[src/rtl/pgm_pkg.sv]
package pgm_pkg;
  typedef enum logic [2:0] {
    S_IDLE   = 3'd0,
    S_SETTLE = 3'd1,
    S_PSETUP = 3'd2,
    S_PULSE  = 3'd3,
    S_PHOLD  = 3'd4,
    S_VERIFY = 3'd5,
    S_FREAD  = 3'd6
  } st_e;

  typedef enum logic [1:0] {
    PH_BLIND = 2'd0,
    PH_INTER = 2'd1,
    PH_FINAL = 2'd2
  } ph_e;

  localparam logic [1:0] FAILPH_NONE  = 2'b00;
  localparam logic [1:0] FAILPH_INTER = 2'b01;
  localparam logic [1:0] FAILPH_FINAL = 2'b10;
endpackage

[src/rtl/pgm_timer.sv]
module pgm_timer #(
  parameter int TMR_W = 8
) (
  input  logic             clk,
  input  logic             rst_n,
  input  logic             load,
  input  logic [TMR_W-1:0] load_val,
  output logic             expired
);
  logic [TMR_W-1:0] cnt_q;

  always_ff @(posedge clk or negedge rst_n) begin
    if (!rst_n)              cnt_q <= '0;
    else if (load)           cnt_q <= load_val;
    else if (cnt_q != '0)    cnt_q <= cnt_q - 1'b1;
  end

  assign expired = (cnt_q == '0);

  // a loaded count runs down one step per cycle
  AST_TMR_STEP: assert property (@(posedge clk) disable iff (!rst_n)
    (!load && cnt_q != '0) |=> (cnt_q == $past(cnt_q) - 1'b1));
endmodule

[src/rtl/pgm_try_ctr.sv]
module pgm_try_ctr #(
  parameter int MAX_TRIES = 10
) (
  input  logic clk,
  input  logic rst_n,
  input  logic clr,
  input  logic inc,
  output logic at_last
);
  localparam int TW = $clog2(MAX_TRIES + 1);
  localparam logic [TW-1:0] LAST_V = TW'(MAX_TRIES - 1);

  logic [TW-1:0] tries_q;

  always_ff @(posedge clk or negedge rst_n) begin
    if (!rst_n)     tries_q <= '0;
    else if (clr)   tries_q <= '0;
    else if (inc)   tries_q <= tries_q + 1'b1;
  end

  assign at_last = (tries_q == LAST_V);

  AST_TRIES_BOUND: assert property (@(posedge clk) disable iff (!rst_n)
    tries_q <= LAST_V);
  AST_NO_INC_AT_LAST: assert property (@(posedge clk) disable iff (!rst_n)
    inc |-> !at_last);
endmodule

[src/rtl/pgm_fsm.sv]
module pgm_fsm
  import pgm_pkg::*;
#(
  parameter int AW        = 4,
  parameter int TMR_W     = 8,
  parameter int LAST_ADDR = 15,
  parameter int PULSE_CYC = 400,
  parameter int SETUP_CYC = 8,
  parameter int HOLD_CYC  = 8,
  parameter int RD_LAT    = 2
) (
  input  logic             clk,
  input  logic             rst_n,
  input  logic             start,
  input  logic             tmr_exp,
  input  logic             try_last,
  input  logic             byte_ok,
  output logic             tmr_load,
  output logic [TMR_W-1:0] tmr_val,
  output logic             try_clr,
  output logic             try_inc,
  output st_e              state,
  output ph_e              phase,
  output logic [AW-1:0]    addr,
  output logic             busy,
  output logic             done_pass,
  output logic             done_fail,
  output logic [AW-1:0]    fail_addr,
  output logic [1:0]       fail_phase
);
  localparam logic [AW-1:0]    LAST_A  = AW'(LAST_ADDR);
  localparam logic [TMR_W-1:0] T_SETUP = TMR_W'(SETUP_CYC - 1);
  localparam logic [TMR_W-1:0] T_PULSE = TMR_W'(PULSE_CYC - 1);
  localparam logic [TMR_W-1:0] T_HOLD  = TMR_W'(HOLD_CYC - 1);
  localparam logic [TMR_W-1:0] T_READ  = TMR_W'(RD_LAT);

  st_e        nxt;
  ph_e        ph_nxt;
  logic       addr_clr, addr_inc;
  logic       set_pass, set_fail, clr_flags;
  logic [1:0] fph;
  logic       at_last_addr;

  assign at_last_addr = (addr == LAST_A);

  always_comb begin
    nxt       = state;
    ph_nxt    = phase;
    tmr_load  = 1'b0;
    tmr_val   = '0;
    try_clr   = 1'b0;
    try_inc   = 1'b0;
    addr_clr  = 1'b0;
    addr_inc  = 1'b0;
    set_pass  = 1'b0;
    set_fail  = 1'b0;
    clr_flags = 1'b0;
    fph       = FAILPH_NONE;
    unique case (state)
      S_IDLE: begin
        if (start) begin
          nxt       = S_SETTLE;
          ph_nxt    = PH_BLIND;
          tmr_load  = 1'b1;
          tmr_val   = T_SETUP;
          addr_clr  = 1'b1;
          try_clr   = 1'b1;
          clr_flags = 1'b1;
        end
      end
      S_SETTLE: begin
        if (tmr_exp) begin
          tmr_load = 1'b1;
          if (phase == PH_FINAL) begin
            nxt     = S_FREAD;
            tmr_val = T_READ;
          end else begin
            nxt     = S_PSETUP;
            tmr_val = T_SETUP;
          end
        end
      end
      S_PSETUP: begin
        if (tmr_exp) begin
          nxt      = S_PULSE;
          tmr_load = 1'b1;
          tmr_val  = T_PULSE;
        end
      end
      S_PULSE: begin
        if (tmr_exp) begin
          nxt      = S_PHOLD;
          tmr_load = 1'b1;
          tmr_val  = T_HOLD;
        end
      end
      S_PHOLD: begin
        if (tmr_exp) begin
          tmr_load = 1'b1;
          if (phase == PH_BLIND && !at_last_addr) begin
            nxt      = S_PSETUP;
            tmr_val  = T_SETUP;
            addr_inc = 1'b1;
          end else begin
            nxt     = S_VERIFY;
            tmr_val = T_READ;
            if (phase == PH_BLIND) begin
              ph_nxt   = PH_INTER;
              addr_clr = 1'b1;
              try_clr  = 1'b1;
            end
          end
        end
      end
      S_VERIFY: begin
        if (tmr_exp) begin
          if (byte_ok) begin
            tmr_load = 1'b1;
            try_clr  = 1'b1;
            if (at_last_addr) begin
              nxt      = S_SETTLE;
              ph_nxt   = PH_FINAL;
              tmr_val  = T_SETUP;
              addr_clr = 1'b1;
            end else begin
              tmr_val  = T_READ;
              addr_inc = 1'b1;
            end
          end else if (try_last) begin
            nxt      = S_IDLE;
            set_fail = 1'b1;
            fph      = FAILPH_INTER;
          end else begin
            nxt      = S_PSETUP;
            tmr_load = 1'b1;
            tmr_val  = T_SETUP;
            try_inc  = 1'b1;
          end
        end
      end
      S_FREAD: begin
        if (tmr_exp) begin
          if (!byte_ok) begin
            nxt      = S_IDLE;
            set_fail = 1'b1;
            fph      = FAILPH_FINAL;
          end else if (at_last_addr) begin
            nxt      = S_IDLE;
            set_pass = 1'b1;
          end else begin
            tmr_load = 1'b1;
            tmr_val  = T_READ;
            addr_inc = 1'b1;
          end
        end
      end
      default: nxt = S_IDLE;
    endcase
  end

  always_ff @(posedge clk or negedge rst_n) begin
    if (!rst_n) begin
      state      <= S_IDLE;
      phase      <= PH_BLIND;
      addr       <= '0;
      done_pass  <= 1'b0;
      done_fail  <= 1'b0;
      fail_addr  <= '0;
      fail_phase <= FAILPH_NONE;
    end else begin
      state <= nxt;
      phase <= ph_nxt;
      if (addr_clr)      addr <= '0;
      else if (addr_inc) addr <= addr + 1'b1;
      if (clr_flags) begin
        done_pass  <= 1'b0;
        done_fail  <= 1'b0;
        fail_addr  <= '0;
        fail_phase <= FAILPH_NONE;
      end else if (set_pass) begin
        done_pass <= 1'b1;
      end else if (set_fail) begin
        done_fail  <= 1'b1;
        fail_addr  <= addr;
        fail_phase <= fph;
      end
    end
  end

  assign busy = (state != S_IDLE);

  AST_ONE_VERDICT: assert property (@(posedge clk) disable iff (!rst_n)
    !(done_pass && done_fail));
  AST_NO_VERDICT_WHILE_BUSY: assert property (@(posedge clk) disable iff (!rst_n)
    busy |-> (!done_pass && !done_fail));
  AST_ADDR_STEP: assert property (@(posedge clk) disable iff (!rst_n)
    (addr != $past(addr)) |-> (addr == $past(addr) + 1'b1 || addr == '0));
  AST_START_IGNORED: assert property (@(posedge clk) disable iff (!rst_n)
    (busy && start && state != S_IDLE) |=> (phase == $past(phase) || phase != PH_BLIND));
endmodule

[src/rtl/pgm_seq.sv]
module pgm_seq
  import pgm_pkg::*;
#(
  parameter int NUM_BYTES  = 16,
  parameter int DW         = 8,
  parameter int CLK_PER_US = 4,
  parameter int PULSE_US   = 100,
  parameter int SETUP_US   = 2,
  parameter int HOLD_US    = 2,
  parameter int MAX_TRIES  = 10,
  parameter int RD_LAT     = 2
) (
  input  logic                         clk,
  input  logic                         rst_n,
  input  logic                         start,
  output logic                         busy,
  output logic                         done_pass,
  output logic                         done_fail,
  output logic [$clog2(NUM_BYTES)-1:0] fail_addr,
  output logic [1:0]                   fail_phase,
  output logic [$clog2(NUM_BYTES)-1:0] src_addr,
  input  logic [DW-1:0]                src_data,
  output logic [$clog2(NUM_BYTES)-1:0] ep_addr,
  output logic [DW-1:0]                ep_dq_out,
  output logic                         ep_dq_oe,
  input  logic [DW-1:0]                ep_dq_in,
  output logic                         ep_ce_n,
  output logic                         ep_oe_n,
  output logic                         vpp_req,
  output logic                         vcc_req
);
  localparam int AW        = $clog2(NUM_BYTES);
  localparam int PULSE_CYC = PULSE_US * CLK_PER_US;
  localparam int SETUP_CYC = SETUP_US * CLK_PER_US;
  localparam int HOLD_CYC  = HOLD_US * CLK_PER_US;
  localparam int M1        = (PULSE_CYC > SETUP_CYC) ? PULSE_CYC : SETUP_CYC;
  localparam int M2        = (M1 > HOLD_CYC) ? M1 : HOLD_CYC;
  localparam int MAXC      = (M2 > RD_LAT) ? M2 : RD_LAT;
  localparam int TMR_W     = $clog2(MAXC + 1);
  localparam int RW        = TMR_W + 1;
  localparam int SNAP_W    = AW + DW + 4;

  st_e             state;
  ph_e             phase;
  logic [AW-1:0]   addr;
  logic            tmr_load, tmr_exp;
  logic [TMR_W-1:0] tmr_val;
  logic            try_clr, try_inc, try_last;
  logic            byte_ok;

  pgm_timer #(.TMR_W(TMR_W)) u_timer (
    .clk(clk), .rst_n(rst_n), .load(tmr_load), .load_val(tmr_val), .expired(tmr_exp)
  );

  pgm_try_ctr #(.MAX_TRIES(MAX_TRIES)) u_tries (
    .clk(clk), .rst_n(rst_n), .clr(try_clr), .inc(try_inc), .at_last(try_last)
  );

  pgm_fsm #(
    .AW(AW), .TMR_W(TMR_W), .LAST_ADDR(NUM_BYTES - 1), .PULSE_CYC(PULSE_CYC),
    .SETUP_CYC(SETUP_CYC), .HOLD_CYC(HOLD_CYC), .RD_LAT(RD_LAT)
  ) u_fsm (
    .clk(clk), .rst_n(rst_n), .start(start), .tmr_exp(tmr_exp), .try_last(try_last),
    .byte_ok(byte_ok), .tmr_load(tmr_load), .tmr_val(tmr_val), .try_clr(try_clr),
    .try_inc(try_inc), .state(state), .phase(phase), .addr(addr), .busy(busy),
    .done_pass(done_pass), .done_fail(done_fail), .fail_addr(fail_addr),
    .fail_phase(fail_phase)
  );

  assign byte_ok   = (ep_dq_in == src_data);
  assign src_addr  = addr;
  assign ep_addr   = addr;
  assign ep_dq_out = src_data;
  assign vpp_req   = busy && (phase != PH_FINAL);
  assign vcc_req   = busy && (phase != PH_FINAL);

  always_comb begin
    ep_ce_n  = 1'b1;
    ep_oe_n  = 1'b1;
    ep_dq_oe = 1'b0;
    unique case (state)
      S_PSETUP, S_PHOLD: ep_dq_oe = 1'b1;
      S_PULSE: begin
        ep_ce_n  = 1'b0;
        ep_dq_oe = 1'b1;
      end
      S_VERIFY: ep_oe_n = 1'b0;
      S_FREAD: begin
        ep_ce_n = 1'b0;
        ep_oe_n = 1'b0;
      end
      default: ;
    endcase
  end

  // window trackers for the timing properties below
  localparam logic [RW-1:0] PULSE_CHK = RW'(PULSE_CYC);
  localparam logic [RW-1:0] SETUP_CHK = RW'(SETUP_CYC);
  localparam logic [RW-1:0] HOLD_CHK  = RW'(HOLD_CYC);

  logic [SNAP_W-1:0] snap, snap_q;
  logic              chg;
  logic [RW-1:0]     low_run_q, stable_q, high_run_q;

  assign snap = {ep_addr, ep_dq_out, ep_dq_oe, ep_oe_n, vpp_req, vcc_req};
  assign chg  = (snap != snap_q);

  always_ff @(posedge clk or negedge rst_n) begin
    if (!rst_n) begin
      snap_q     <= {{(AW + DW + 1){1'b0}}, 1'b1, 2'b00};
      low_run_q  <= '0;
      stable_q   <= '1;
      high_run_q <= '1;
    end else begin
      snap_q     <= snap;
      low_run_q  <= ep_ce_n ? '0 : low_run_q + 1'b1;
      stable_q   <= chg ? RW'(1) : ((stable_q == '1) ? stable_q : stable_q + 1'b1);
      high_run_q <= !ep_ce_n ? '0 : ((high_run_q == '1) ? high_run_q : high_run_q + 1'b1);
    end
  end

  AST_IDLE_QUIET: assert property (@(posedge clk) disable iff (!rst_n)
    !busy |-> (ep_ce_n && ep_oe_n && !ep_dq_oe && !vpp_req && !vcc_req));
  AST_PULSE_FORM: assert property (@(posedge clk) disable iff (!rst_n)
    (!ep_ce_n && vpp_req) |-> (ep_oe_n && ep_dq_oe && vcc_req));
  AST_PULSE_WIDTH: assert property (@(posedge clk) disable iff (!rst_n)
    ($rose(ep_ce_n) && $past(vpp_req)) |-> (low_run_q == PULSE_CHK));
  AST_SETUP_WINDOW: assert property (@(posedge clk) disable iff (!rst_n)
    ($fell(ep_ce_n) && vpp_req) |-> (stable_q >= SETUP_CHK && !chg));
  AST_HOLD_WINDOW: assert property (@(posedge clk) disable iff (!rst_n)
    (chg && vpp_req) |-> (high_run_q >= HOLD_CHK));
  AST_READ_RELEASE: assert property (@(posedge clk) disable iff (!rst_n)
    !ep_oe_n |-> !ep_dq_oe);
  AST_FINAL_NOMINAL: assert property (@(posedge clk) disable iff (!rst_n)
    (!ep_ce_n && !ep_oe_n) |-> (!vpp_req && !vcc_req));
endmodule

[config.mk]
export PLATFORM = sky130hd
export DESIGN_NAME = pgm_seq
export DESIGN_NICKNAME = d
export VERILOG_FILES = /design/src/rtl/pgm_pkg.sv /design/src/rtl/pgm_timer.sv /design/src/rtl/pgm_try_ctr.sv /design/src/rtl/pgm_fsm.sv /design/src/rtl/pgm_seq.sv
export SDC_FILE = /design/constraint.sdc
export NUM_CORES = 1
export LEC_CHECK = 0
export BUFFER_PORTS_ARGS = -buffer_cell sky130_fd_sc_hd__buf_2
export CAP_MARGIN = 20
export CORE_ASPECT_RATIO = 1.2
export CORE_MARGIN = 10
export CORE_UTILIZATION = 55
export CTS_BUF_LIST = sky130_fd_sc_hd__clkbuf_2 sky130_fd_sc_hd__clkbuf_4 sky130_fd_sc_hd__clkbuf_8
export DETAILED_ROUTE_END_ITERATION = 8
export PLACE_DENSITY = 0.82
export SLEW_MARGIN = 20
export SYNTH_ARGS = -nofsm -noshare
export SYNTH_HDL_FRONTEND = slang
export SYNTH_SLANG_ARGS = --single-unit
[constraint.sdc]
create_clock -name clk -period 2.72 [get_ports clk]
set_input_delay 0.136 -clock clk [delete_from_list [all_inputs] [get_ports clk]]
set_output_delay 0.136 -clock clk [all_outputs]
set_load 0.005 [all_outputs]
==> metrics.md, run 1 <==
| Metric | Value |
|---|---|
| Cell area after layout | `between 2000 and 2500 um2` |
| Final estimated routing congestion in global placement | `a little under 0.9` |
| Number of max-capacitance violations reported | `0` |
| Count of input and output buffers | `48` |
| Worst R2R Setup Slack | `between 0.3 and 0.4 ns` |
| Dominant combinational cell family by area after synthesis | `simple AND/OR/NAND/NOR gates` |
| Crit path time final | `roughly 2.4 ns` |
| Synth Area in XOR/XNOR | `0.0815` |
| Delay contributed by the slowest stage of the critical path | `0.59 ns` |
| Growth of design area from synthesis to finish | `16.5%` |
| Gate family responsible for the most delay along the worst path | `simple AND/OR/NAND/NOR gates` |
| Final count of pins violating max slew | `0` |
| Avg Synthesized Cell Area | `between 8 and 9 um2` |
| Initial Util | `0.566` |
| CP Class | `reg2reg` |
| Buffer levels on the longest clock path | `2` |
| Final Cycle Share | `0.888` |
| Proportion of synthesized area in mux cells | `0.0251` |
| Share of final-layout standard cells stronger than drive strength 1 | `0.269` |
| Count of endpoints failing setup in the final report | `0` |
| Capturing element type of the critical path | `flip-flop` |
| TNS Setup | `0 ns` |
| Crit path cell chain | `or4_4 > or4_4 > nor4_4 > mux2_1 > nor2_1` |
| Area of the placeable core | `~3600 um2` |
| Placement-stage cell area | `around 2300 um2` |
| Power density over the cells | `around 840 nW/um2` |
| Synthesis-stage register bit count | `30` |
| Root cell of the clock tree | `sky130_fd_sc_hd__clkbuf_8` |
| Share of the yosys chip area belonging to registers | `0.368` |
| Synthesized cell area | `between 2000 and 2500 um2` |
| GRT Resource Usage Total | `0.170` |
| Wire length of the first global-routing pass | `8.73 mm` |
| CP max FO | `8` |
| Horizontal die dimension | `around 76 um` |
| TritonCTS clock tree | `yes` |
| Post-DR vias/cell | `~5.8` |
| Clock latency reported for the late side of the worst-skew pair | `around 0.29 ns` |
| Count of mapped cells out of synthesis | `~230` |
| Routed length per placed instance | `~16 um` |
| Post-route DRC violation count | `0` |
| Detail Placement HPWL | `slightly below 4 mm` |
| Cell row count | `24` |
| Setup Fix Bufs, Post-CTS | `0` |
| Number of diodes added for antenna fixing | `0` |
| Top flip-flop cell by instance count after synthesis | `sky130_fd_sc_hd__dfrtp_1` |
| Result of the run | `completed` |
| Number of nets produced by synthesis | `roughly 250` |
| Max-Slew Margin vs Limit | `0.553` |
| Library cells used by synthesis | `between 50 and 60` |
| Num Clock Sinks | `30` |
| Complex-gate fraction of the synthesized area | `0.172` |
| Synthesized-area fraction occupied by and/or/nand/nor cells | `0.239` |
| Adder-cell share of the synthesized area | `0.0307` |
| Most numerous cell on the critical path | `sky130_fd_sc_hd__or4_4` |
| Final wirelength | `roughly 5.1 mm` |
| Worst Clk Skew | `0.00738 ns` |
| Arr. time, crit path | `around 2.6 ns` |
| Actual slew at the worst max-slew pin | `0.670 ns` |
| Number of flops mapped to enable cells by yosys | `0` |
| Async SR Flop Fraction | `1.00` |
| Count of routing violations after the opening detailed-route iteration | `116` |
| Number of buffers created by CTS | `5` |
| RSZ-0062 raised after global routing | `false` |
| Synth Warn # | `0` |
| Number of hold-slack violations in the final timing report | `0` |
| Highest-delay cell along the critical path | `sky130_fd_sc_hd__or4_4` |
| Count of buffering cells on the critical path with inverters included | `0` |
| Routed via count | `1787` |
| Pin count of the biggest net entering global routing | `31` |
| ANT nets after route | `0` |
| Vias in the first global route | `~1900` |
| HP Class | `in2async` |
| Worst path required time | `2.94 ns` |
| Total leakage power | `about 1.1 nW` |
| Die area | `between 6000 and 7000 um2` |
| Worst IR drop on VDD | `approximately 430 uV` |
| Floorplan die height | `approximately 87 um` |
| Antenna violations before repair | `0` |
| Nets | `~290` |
| Number of search-and-repair iterations in the first detailed-routing pass | `4` |
| Setup crit start kind | `flip-flop` |
| Highest clock frequency the design can meet | `414 MHz` |
| Register clock-pin slew on the reported worst setup and hold paths | `about 0.07 ns` |
| Global route overflow | `0` |
| I/O pins | `between 40 and 50` |
| Depth of the CTS H-tree | `2` |
## area by class of cell
| class | count | area, um2 |
|---|---|---|
| fillers | 281 | 1230 |
| multi-input cells | 168 | 1120 |
| flip-flops and latches | 30 | 751 |
| repair buffers | 58 | 318 |
| clock buffers | 6 | 76.3 |
| well taps | 39 | 48.8 |
| clock inverters | 2 | 37.5 |
| inverters | 7 | 26.3 |
## repair_timing
item	CTS	global route
resized for setup	0	0
hold endpoints to repair	30	0
endpoints found under the setup margin	0	0
hold buffers	1	0
## worst paths after layout
check	startpoint	cells after the start	endpoint
max in group asynchronous	rst_n	2	u_fsm.fail_addr[2]
worst max-delay path	u_timer.cnt_q[3]	5	u_tries.tries_q[1]
worst min-delay path	rst_n	2	u_timer.cnt_q[4]
min in group clk	src_data[6]	2	ep_dq_out[6]
worst min register to register	u_fsm.fail_phase[1]	1	u_fsm.fail_phase[1]
worst max register to register	u_timer.cnt_q[3]	5	u_tries.tries_q[1]
## per-layer routing
metal / vias to the layer above / wire, um / global-route usage
met3: 9 / 241 / 0.0492
met5: - / 0 / 0
met1: 846 / 2060 / 0.190
li1: 882 / - / -
met4: 0 / 141 / 0.0778
met2: 50 / 2660 / 0.286
## layout by cell type (no fill, tap or decap), types with 3 or more instances in the layout
| cell | n |
|---|---|
| sky130_fd_sc_hd__a21oi_1 | 10 |
| sky130_fd_sc_hd__and2_1 | 4 |
| sky130_fd_sc_hd__buf_2 | 48 |
| sky130_fd_sc_hd__buf_4 | 9 |
| sky130_fd_sc_hd__clkbuf_8 | 5 |
| sky130_fd_sc_hd__dfrtp_1 | 30 |
| sky130_fd_sc_hd__ha_1 | 5 |
| sky130_fd_sc_hd__inv_1 | 7 |
| sky130_fd_sc_hd__mux2i_1 | 4 |
| sky130_fd_sc_hd__nand2_1 | 17 |
| sky130_fd_sc_hd__nand3_1 | 7 |
| sky130_fd_sc_hd__nor2_1 | 22 |
| sky130_fd_sc_hd__nor2b_1 | 4 |
| sky130_fd_sc_hd__nor3_1 | 10 |
| sky130_fd_sc_hd__nor4_4 | 3 |
| sky130_fd_sc_hd__o2111ai_1 | 3 |
| sky130_fd_sc_hd__o21ai_0 | 19 |
| sky130_fd_sc_hd__or3_1 | 3 |
| sky130_fd_sc_hd__xnor2_1 | 13 |
| sky130_fd_sc_hd__xor2_1 | 6 |
## kinds of logic after synthesis
family                     after synthesis
AOI/OAI and AO/OA                       54
xor gates and xnor gates                19
adders and majority gates                5
buffers and inverters                   29
DFF                                     30
muxes                                    5
and+or+nand+nor                         85
## synthesized netlist by cell type, types with 2 or more instances
cell | count | share of area
sky130_fd_sc_hd__o21ai_0 | 19 | 0.047
sky130_fd_sc_hd__buf_4 | 14 | 0.052
sky130_fd_sc_hd__mux2i_1 | 4 | 0.020
sky130_fd_sc_hd__nor2_1 | 22 | 0.040
sky130_fd_sc_hd__nand3_1 | 7 | 0.017
sky130_fd_sc_hd__nand2_1 | 17 | 0.031
sky130_fd_sc_hd__o31ai_1 | 2 | 0.0074
sky130_fd_sc_hd__inv_1 | 7 | 0.013
sky130_fd_sc_hd__nor3_1 | 10 | 0.025
sky130_fd_sc_hd__a21oi_1 | 10 | 0.025
sky130_fd_sc_hd__ha_1 | 5 | 0.031
sky130_fd_sc_hd__or3_1 | 3 | 0.0092
sky130_fd_sc_hd__dfrtp_1 | 30 | 0.37
sky130_fd_sc_hd__xor2_1 | 6 | 0.026
sky130_fd_sc_hd__nand4_1 | 2 | 0.0061
sky130_fd_sc_hd__o21ai_1 | 2 | 0.0049
sky130_fd_sc_hd__and2_1 | 4 | 0.012
sky130_fd_sc_hd__clkbuf_1 | 6 | 0.011
sky130_fd_sc_hd__nor2b_1 | 4 | 0.012
sky130_fd_sc_hd__nor4_4 | 3 | 0.031
sky130_fd_sc_hd__or4_4 | 2 | 0.011
sky130_fd_sc_hd__o2111ai_1 | 3 | 0.013
sky130_fd_sc_hd__a21o_1 | 2 | 0.0074
sky130_fd_sc_hd__xnor2_1 | 13 | 0.056
sky130_fd_sc_hd__nand2b_1 | 2 | 0.0061
## through the flow
stage | util | hold slack (ns) | setup slack [ns] | power [mW] | instances
floorplan | - | -0.160 | 0.375 | 1.28 | 227
global placement | 0.625 | 0.204 | 0.372 | 1.50 | 301
detailed placement | 0.625 | 0.206 | 0.333 | 1.53 | 301
CTS | 0.660 | 0.431 | 0.309 | 1.99 | 310
global route | 0.660 | 0.478 | 0.185 | 2.13 | 310
finish | 0.660 | 0.425 | 0.304 | 1.99 | 310
## registers in the layout (all words and copies together), names as in the netlist
register and count:
u_fsm.addr 4, u_timer.cnt_q 9, u_fsm.done_fail 1, u_fsm.state 3, u_fsm.fail_addr 4, u_fsm.done_pass 1
u_fsm.phase 2, u_tries.tries_q 4, u_fsm.fail_phase 2
## power by group
| group | switching (mW) | internal (mW) |
|---|---|---|
| Combinational | 0.519 | 0.386 |
| Sequential | 0.100 | 0.526 |
| Clock | 0.177 | 0.283 |
No activity file was read; power rests on OpenSTA's default activity.
==> run 2: changes to the inputs <==
--- a/config.mk
+++ b/config.mk
@@ -5,6 +5,7 @@
 export SDC_FILE = /design/constraint.sdc
 export NUM_CORES = 1
 export LEC_CHECK = 0
+export ABC_CLOCK_PERIOD_IN_PS = 2720
 export BUFFER_PORTS_ARGS = -buffer_cell sky130_fd_sc_hd__buf_2
 export CAP_MARGIN = 20
 export CORE_ASPECT_RATIO = 1.2
@@ -12,7 +13,7 @@
 export CORE_UTILIZATION = 55
 export CTS_BUF_LIST = sky130_fd_sc_hd__clkbuf_2 sky130_fd_sc_hd__clkbuf_4 sky130_fd_sc_hd__clkbuf_8
 export DETAILED_ROUTE_END_ITERATION = 8
-export PLACE_DENSITY = 0.82
+export PLACE_DENSITY = 0.87
 export SLEW_MARGIN = 20
 export SYNTH_ARGS = -nofsm -noshare
 export SYNTH_HDL_FRONTEND = slang
==> metrics.md, run 2 (same netlist as run 1, synthesis figures left out) <==
| Metric | Value |
|---|---|
| Setup crit start kind | `flip-flop` |
| Final wirelength | `between 5 and 6 mm` |
| Routed length per placed instance | `between 15 and 20 um` |
| Worst Clk Skew | `approximately 0.016 ns` |
| Post-DR vias/cell | `roughly 6` |
| Crit path time final | `2.46 ns` |
| Antenna violations before repair | `0` |
| Worst IR drop on VDD | `slightly below 600 uV` |
| Root cell of the clock tree | `sky130_fd_sc_hd__clkbuf_8` |
| Final setup margin | `between 0.2 and 0.3 ns` |
| Setup Fix Bufs, Post-CTS | `0` |
| Worst R2R Setup Slack | `approximately 0.26 ns` |
| Highest-delay cell along the critical path | `sky130_fd_sc_hd__or4_4` |
| TritonCTS clock tree | `yes` |
| Highest clock frequency the design can meet | `between 400 and 500 MHz` |
| Total of fill cells in the finished design | `about 290` |
| Most numerous cell on the critical path | `sky130_fd_sc_hd__or4_4` |
| Floorplan die height | `~87 um` |
| Commonest non-fill, non-tap cell in the layout | `sky130_fd_sc_hd__buf_2` |
| Result of the run | `completed` |
| HP Class | `in2async` |
| Worst path required time | `between 2 and 3 ns` |
| Count of routing violations after the opening detailed-route iteration | `~80` |
| Buffer levels on the longest clock path | `2` |
| Growth of design area from synthesis to finish | `16.7%` |
| Number of max-capacitance violations reported | `0` |
| Register Area | `between 700 and 800 um2` |
| Cell row count | `24` |
| Count of buffering cells on the critical path with inverters included | `0` |
| Share of final-layout standard cells stronger than drive strength 1 | `0.277` |
| Count of cells resized by post-cts repair | `0` |
| Largest reg by FF count | `u_timer.cnt_q` |
| Flip-flop count of the largest register, all copies and words added | `9` |
| Area of the placeable core | `about 3600 um2` |
| Arr. time, crit path | `between 2 and 3 ns` |
| Most used cells in the layout excluding fill and tap cells | `48 x sky130_fd_sc_hd__buf_2, 30 x sky130_fd_sc_hd__dfrtp_1, 22 x sky130_fd_sc_hd__nor2_1, 19 x sky130_fd_sc_hd__o21ai_0, 17 x sky130_fd_sc_hd__nand2_1` |
| RSZ-0062 raised after global routing | `false` |
| Worst slack on hold paths | `between 0.4 and 0.5 ns` |
| Die area | `between 6000 and 7000 um2` |
| CP Class | `reg2reg` |
| Gate family responsible for the most delay along the worst path | `simple AND/OR/NAND/NOR gates` |
| Post-route DRC violation count | `0` |
| Routed via count | `between 1500 and 2000` |
| Delay contributed by the slowest stage of the critical path | `0.59 ns` |
| Count of endpoints failing setup in the final report | `0` |
| Wire length of the first global-routing pass | `8.91 mm` |
| Register clock-pin slew on the reported worst setup and hold paths | `approximately 0.070 ns` |
| GRT Resource Usage Total | `0.173` |
| Pin count of the biggest net entering global routing | `31` |
| Hold-fix buffers, CTS | `1` |
| Total leakage power | `1.12 nW` |
| Power density over the cells | `between 800 and 900 nW/um2` |
| ANT nets after route | `0` |
| TNS Setup | `0 ns` |
| Initial Util | `0.566` |
| Capturing element type of the critical path | `flip-flop` |
| Number of hold-slack violations in the final timing report | `0` |
| Final estimated routing congestion in global placement | `~0.89` |
| Pre-CTS setup slack | `0.353 ns` |
| Detail Placement HPWL | `slightly below 4 mm` |
| Nets | `297` |
| Actual slew at the worst max-slew pin | `0.664 ns` |
| Area of combinational cells with multiple inputs | `between 1000 and 1500 um2` |
| Number of search-and-repair iterations in the first detailed-routing pass | `4` |
| Global route overflow | `0` |
| Vias in the first global route | `approximately 1900` |
| Crit path cell chain | `or4_4 > or4_4 > nor4_4 > mux2_1 > nor2_1` |
| I/O pins | `just under 50` |
| Count of input and output buffers | `48` |
| Number of diodes added for antenna fixing | `0` |
| Final Cycle Share | `0.903` |
| Number of buffers created by CTS | `5` |
| Clock latency reported for the late side of the worst-skew pair | `about 0.3 ns` |
| CP max FO | `8` |
| Num Clock Sinks | `30` |
| Depth of the CTS H-tree | `2` |
| Max-Slew Margin vs Limit | `0.557` |
| Final count of pins violating max slew | `0` |
| Horizontal die dimension | `75.6 um` |
[run 2: cell count changes in the layout (fill, tap and decap cells not counted), sizes merged]
cell      before  now
buf           57   60
bufinv         1    0
clkinv         0    1
clkbuf         6    7
clkinvlp       1    0
[run 2: metrics by stage]
step                      cells  utilization  instance area, um2  power, mW
after CTS                   313        0.661                2380       1.95
after global placement      304        0.632                2280       1.52
after global routing        313        0.661                2380       2.08
after detailed placement    304        0.632                2280       1.54
final                       313        0.661                2380       1.95
after floorplan             227            -                2040       1.28
[run 2: worst reg2reg max path, cell delays in order (launching register included)]
cell and delay [ns]:
sky130_fd_sc_hd__dfrtp_1 0.42, sky130_fd_sc_hd__or4_4 0.59, sky130_fd_sc_hd__or4_4 0.58, sky130_fd_sc_hd__nor4_4 0.34
sky130_fd_sc_hd__mux2_1 0.37, sky130_fd_sc_hd__nor2_1 0.09
[run 2: area by class of cell]
type                    instances  share of cell area
clock buffers                   7              0.0378
flip-flops and latches         30               0.315
clock inverters                 1             0.00210
repair buffers                 61               0.143
inverters                       7              0.0110
multi-input cells             168               0.470
well taps                      39              0.0205
[run 2: worst paths after layout]
kind	cells past startpoint	to	start
max	5	u_tries.tries_q[1]	u_timer.cnt_q[3]
min	2	u_fsm.fail_addr[2]	rst_n
max reg2reg	5	u_tries.tries_q[1]	u_timer.cnt_q[3]
min reg2reg	1	u_fsm.fail_phase[1]	u_fsm.fail_phase[1]
max in group asynchronous	2	u_fsm.fail_phase[0]	rst_n
min in group clk	4	u_fsm.fail_addr[2]	start
[run 2: per-layer routing]
layer	part of all wire	GRT usage	wire length (um)
met2	0.53	0.308	2840
met3	0.044	0.0412	234
met4	0.026	0.0694	139
met5	0	0	0
met1	0.40	0.190	2130
[run 2: power by group]
group          leakage, nW  switching (mW)  internal, mW  total [mW]
combinational        0.660           0.548         0.403       0.951
clock               0.0517           0.173         0.214       0.387
sequential           0.404          0.0842         0.527       0.611
total                 1.12           0.805          1.14        1.95
